$ cat src/rtl/ext_irq_pkg.sv
package ext_irq_pkg;

    // Trigger mode encoding; 6 and 7 are left unnamed and act as off
    typedef enum logic [2:0] {
        TRIG_OFF  = 3'd0,
        TRIG_RISE = 3'd1,
        TRIG_FALL = 3'd2,
        TRIG_BOTH = 3'd3,
        TRIG_HIGH = 3'd4,
        TRIG_LOW  = 3'd5
    } trig_mode_e;

    // Glitch filter states
    typedef enum logic {
        FILT_HOLD  = 1'b0,   // output settled, input agrees
        FILT_TRACK = 1'b1    // input differs, counting stable samples
    } filt_state_e;

endpackage

$ cat src/rtl/irq_pin_sync.sv
module irq_pin_sync #(
    parameter int STAGES = 2
) (
    input  logic clk,
    input  logic rst_n,
    input  logic pin,
    output logic synced
);
    logic [STAGES-1:0] chain_q;

    always_ff @(posedge clk or negedge rst_n) begin
        if (!rst_n) chain_q <= '0;
        else        chain_q <= {chain_q[STAGES-2:0], pin};
    end

    assign synced = chain_q[STAGES-1];
endmodule

$ cat src/rtl/irq_glitch_filter.sv
module irq_glitch_filter
    import ext_irq_pkg::*;
#(
    parameter int FILT_CYCLES = 4
) (
    input  logic clk,
    input  logic rst_n,
    input  logic din,
    output logic dout
);
    localparam int CW = (FILT_CYCLES > 2) ? $clog2(FILT_CYCLES) : 1;
    localparam logic [CW-1:0] LAST = CW'(FILT_CYCLES - 1);

    filt_state_e   state_q, state_d;
    logic [CW-1:0] cnt_q, cnt_d;
    logic          out_q, out_d;

    // state register
    always_ff @(posedge clk or negedge rst_n) begin
        if (!rst_n) begin
            state_q <= FILT_HOLD;
            cnt_q   <= '0;
            out_q   <= 1'b0;
        end else begin
            state_q <= state_d;
            cnt_q   <= cnt_d;
            out_q   <= out_d;
        end
    end

    // transitions and output update
    always_comb begin
        state_d = state_q;
        cnt_d   = cnt_q;
        out_d   = out_q;
        unique case (state_q)
            FILT_HOLD: begin
                if (din != out_q) begin          // HOLD -> TRACK: first differing sample
                    state_d = FILT_TRACK;
                    cnt_d   = CW'(1);
                end
            end
            FILT_TRACK: begin
                if (din == out_q) begin          // TRACK -> HOLD: glitch rejected
                    state_d = FILT_HOLD;
                    cnt_d   = '0;
                end else if (cnt_q == LAST) begin // TRACK -> HOLD: level accepted
                    state_d = FILT_HOLD;
                    cnt_d   = '0;
                    out_d   = din;
                end else begin
                    cnt_d   = cnt_q + CW'(1);
                end
            end
            default: begin
                state_d = FILT_HOLD;
                cnt_d   = '0;
            end
        endcase
    end

    assign dout = out_q;
endmodule

$ cat src/rtl/irq_trigger.sv
module irq_trigger
    import ext_irq_pkg::*;
(
    input  logic       clk,
    input  logic       rst_n,
    input  logic       level,
    input  logic [2:0] mode,
    input  logic       clr,
    output logic       flag
);
    logic prev_q;
    logic flag_q;
    logic set_hit;

    // set condition from mode
    always_comb begin
        unique case (mode)
            TRIG_RISE: set_hit = level & ~prev_q;
            TRIG_FALL: set_hit = ~level & prev_q;
            TRIG_BOTH: set_hit = level ^ prev_q;
            TRIG_HIGH: set_hit = level;
            TRIG_LOW:  set_hit = ~level;
            default:   set_hit = 1'b0;
        endcase
    end

    // registers: previous level and pending flag (set beats clear)
    always_ff @(posedge clk or negedge rst_n) begin
        if (!rst_n) begin
            prev_q <= 1'b0;
            flag_q <= 1'b0;
        end else begin
            prev_q <= level;
            if (set_hit)  flag_q <= 1'b1;
            else if (clr) flag_q <= 1'b0;
        end
    end

    assign flag = flag_q;
endmodule

$ cat src/rtl/ext_irq_ctrl.sv
module ext_irq_ctrl
    import ext_irq_pkg::*;
#(
    parameter int NUM_CH      = 4,
    parameter int SYNC_STAGES = 2,
    parameter int FILT_CYCLES = 4
) (
    input  logic                  clk,
    input  logic                  rst_n,
    input  logic [NUM_CH-1:0]     pin_in,
    input  logic [3*NUM_CH-1:0]   trig_mode,
    input  logic [NUM_CH-1:0]     filt_en,
    input  logic                  clr_we,
    input  logic [NUM_CH-1:0]     clr_data,
    output logic [NUM_CH-1:0]     irq
);
    localparam int MW = 3;

    logic [NUM_CH-1:0] synced;
    logic [NUM_CH-1:0] filtered;
    logic [NUM_CH-1:0] chan_lvl;

    for (genvar g = 0; g < NUM_CH; g++) begin : g_ch
        irq_pin_sync #(.STAGES(SYNC_STAGES)) u_sync (
            .clk    (clk),
            .rst_n  (rst_n),
            .pin    (pin_in[g]),
            .synced (synced[g])
        );

        irq_glitch_filter #(.FILT_CYCLES(FILT_CYCLES)) u_filt (
            .clk   (clk),
            .rst_n (rst_n),
            .din   (synced[g]),
            .dout  (filtered[g])
        );

        assign chan_lvl[g] = filt_en[g] ? filtered[g] : synced[g];

        irq_trigger u_trig (
            .clk   (clk),
            .rst_n (rst_n),
            .level (chan_lvl[g]),
            .mode  (trig_mode[g*MW +: MW]),
            .clr   (clr_we & clr_data[g]),
            .flag  (irq[g])
        );
    end
endmodule

$ cat config.mk
export PLATFORM = sky130hd
export DESIGN_NAME = ext_irq_ctrl
export DESIGN_NICKNAME = d
export VERILOG_FILES = /design/src/rtl/ext_irq_pkg.sv /design/src/rtl/irq_pin_sync.sv /design/src/rtl/irq_glitch_filter.sv /design/src/rtl/irq_trigger.sv /design/src/rtl/ext_irq_ctrl.sv
export SDC_FILE = /design/constraint.sdc
export NUM_CORES = 1
export LEC_CHECK = 0
export BUFFER_PORTS_ARGS = -buffer_cell sky130_fd_sc_hd__buf_2
export CORE_MARGIN = 4
export CORE_UTILIZATION = 45
export DETAILED_ROUTE_END_ITERATION = 10
export PLACE_DENSITY = 0.76
export SYNTH_ARGS = -nofsm -noshare
export SYNTH_HDL_FRONTEND = slang
export SYNTH_SLANG_ARGS = --single-unit
$ cat constraint.sdc
create_clock -name clk -period 3.5 [get_ports clk]
set_input_delay 0.35 -clock clk [delete_from_list [all_inputs] [get_ports clk]]
set_output_delay 0.35 -clock clk [all_outputs]
set_load 0.01 [all_outputs]
==> impl_metrics.yaml <==
run_status:
  status: "complete, no violations"
grt:
  grt_max_degree: 33
  grt_pass1_vias: 1088
  grt_pass1_wl_um: 4400
  grt-ovfl-total: 0
  grt.total_usage_pct: 13.3
  antenna_found_initial: 0
logic_synthesis:
  synthArstFlopShare_pct: 100
  synthFlopType: "dfrtp_1"
  synth_nets: 171
  synth.avg_cell_area_um2: 11.7
  synth_area_leaders: "dfrtp_1, ha_1, mux2i_2"
  synth-seq-cells: 32
  synth.top_cell.area_share_pct: 51.8
  synth_edf_count: 0
  synth_cell_types: 25
  yosys_warnings: 0
  synth_seq_area_share_pct: 51.8
  netlist_instances: 132
  synth_area_mm2: 0.00155
  synth_area_leader_cell: "dfrtp_1"
layout:
  multi_input_area_um2: 666
  fin_util_pct: 53.5
  seqCellArea_um2: 801
  fillers: 305
  drive_above_1_share_pct: 29.5
  nets: 204
  area_growth_pct: 15.5
  antenna_cells: 0
sta:
  clock_skew_ps: 10.3
  hold_ws_ps: 52.9
  final_hold_viol_count: 0
  rsz0062_at_grt: "false"
  finalSetupTns_ps: 0
  relSlewSlack_pct: 54.5
  slew_violations: 0
  fin_crit_sh_pct: 47.8
  finalSetupViolations: 0
  min_period_ps: 1670
  tightest_slew_ps: 683
  max_freq_mhz: 598
setup_path:
  crit_path_end_kind: "flip-flop"
  rrSetupSlack_ps: 1830
  r2r_start: "g_ch[1].u_sync.chain_q[1]$_DFF_PN0_"
  crit_fanout: 3
  crit_start: "g_ch[1].u_sync.chain_q[1]$_DFF_PN0_"
  critPathKind: "flip-flop to flip-flop"
  startpoint_type: "flip-flop"
  critPathArrivalTime_ps: 1940
  r2r_end: "g_ch[1].u_trig.flag$_DFFE_PN0P_"
  crit_required_ps: 3770
  reg2reg_depth: 6
pwr:
  power.total_mw: 1.17
  peakVddDrop_mv: 0.286
  p_leak_nw: 0.858
  intPower_mw: 0.775
  switching_share_pct: 33.6
  switching_power_mw: 0.393
  clockPowerShare_pct: 18.3
  p_per_area_mw_per_mm2: 654
  p_comb_share_pct: 31.8
  seq_power_share_pct: 49.9
placement:
  numPortBuffers: 30
  gp_congestion: 0.740
  hpwl_um: 2060
detailed_routing:
  drtAntennaViolNets: 0
  vias_per_cell: 4.95
  wl_per_cell_um: 12.0
  dr.pass1.iters: 4
  wl_um: 2550
  drt_iter0_drc: 17
  via_count: 1050
  route.detailed.drc: 0
clocking:
  tritoncts: "yes"
  cts_resized: 0
  clkSinkCount: 32
  worstSkewPairLatency_ps: 320
  cts-htree-levels: 2
  cts_setup_buffers: 0
  path_clk_slew_ps: 100
  postCtsHoldBufs: 0
  cts_buffer_depth: 2
  numCtsBuffers: 5
  cts-root-buf: "clkbuf_4"
floorplanning:
  num_rows: 21
  dieArea_mm2: 0.00444
  die_x_um: 66.6
  ioPinCount: 31
  coreArea_mm2: 0.00334
  die_y_um: 66.6
  start_util_pct: 46.3
job:
  max_cap_violations: 0
hold_path:
  hold_path_class: "primary input to async pin"
## area by class of cell
class | count | area share, %
timing repair buffer | 30 | 8.42
multi-input combinational | 83 | 37.3
sequential | 32 | 44.9
inverter | 13 | 2.73
clock buffer | 6 | 2.88
clock inverter | 2 | 0.561
tap | 46 | 3.23
## state kept, by name, summed over array words and instances (netlist names)
name                 cells
g_ch.u_filt.cnt_q        8
g_ch.u_sync.chain_q      8
g_ch.u_filt.dout         4
g_ch.u_filt.state_q      4
g_ch.u_trig.flag         4
g_ch.u_trig.prev_q       4
## layer usage
metal  part of all wire [%]  global-route usage [%]  wire [um]  vias up
met5                      0                       0          0        -
met1                     44                    15.0       1120      497
met2                     49                    22.9       1250       30
li1                       -                       -          -      518
met3                    5.3                    4.55        135        5
met4                    1.4                    5.33         36        0
## worst max-delay path, cell delays in order (launching register included)
cell	delay [ps]
dfrtp_1	420
mux2i_2	240
inv_1	120
ha_1	270
and2_1	150
o32ai_1	210
a32o_1	190
## worst max path at each step
stage / to / depth (start not counted)
global placement: g_ch[1].u_trig.flag$_DFFE_PN0P_ / 7
floorplan: g_ch[1].u_trig.flag$_DFFE_PN0P_ / 6
global route: g_ch[1].u_trig.flag$_DFFE_PN0P_ / 6
finish: g_ch[1].u_trig.flag$_DFFE_PN0P_ / 6
CTS: g_ch[1].u_trig.flag$_DFFE_PN0P_ / 6
detailed placement: g_ch[1].u_trig.flag$_DFFE_PN0P_ / 7
## cell usage after synthesis (all sizes together) (4+ instances only)
master	instances
o21a	4
a21oi	8
xor2	5
mux2i	4
inv	13
ha	12
mux2	4
nand2	14
buf	4
dfrtp	32
o21ai	4
## power groups by stage
stage	combinational (mW)	sequential (mW)	clock, mW
after floorplan	0.302	0.568	0
after global placement	0.346	0.579	0
after detailed placement	0.380	0.591	0
after CTS	0.381	0.582	0.224
after global routing	0.436	0.602	0.241
final	0.372	0.583	0.213
## cells by family (layout without fill, tap and decap cells)
kind of cell | count (synthesis) | after routing | share of synthesized area, %
AO/OA/AOI/OAI | 26 | 26 | 12.6
XOR/XNOR | 7 | 7 | 3.97
adder cells (fa/ha/maj) | 12 | 12 | 9.72
buffers and inverters | 17 | 51 | 5.10
flip-flops | 32 | 32 | 51.8
multiplexers | 8 | 8 | 6.48
AND/OR/NAND/NOR | 30 | 30 | 10.3
## through the flow
step	worst slack [ps]	cell area, um^2	std cells
after detailed placement	1740	1720	204
after global routing	1660	1780	212
final	1830	1780	212
after global placement	1850	1720	204
after floorplan	1990	1550	132
after CTS	1810	1780	212
## placed cells by master, fill, tap and decap left out
master      n
nand3b_1    1
o22ai_1     2
clkbuf_4    5
o311ai_2    3
nor2b_1     2
buf_2      30
a21oi_1     8
nand2_1    14
o32ai_1     1
nor4bb_1    3
xnor2_1     2
clkinv_2    2
xor2_1      5
ha_1       12
clkbuf_8    1
nand3_1     3
nand2b_1    3
mux2_2      4
nor2_1      1
and2_1      3
o2111ai_1   2
o21a_1      4
inv_1      13
dfrtp_1    32
a32o_1      1
mux2i_2     4
o211ai_1    1
o21ai_0     4
(Power assumes the default switching activity.)
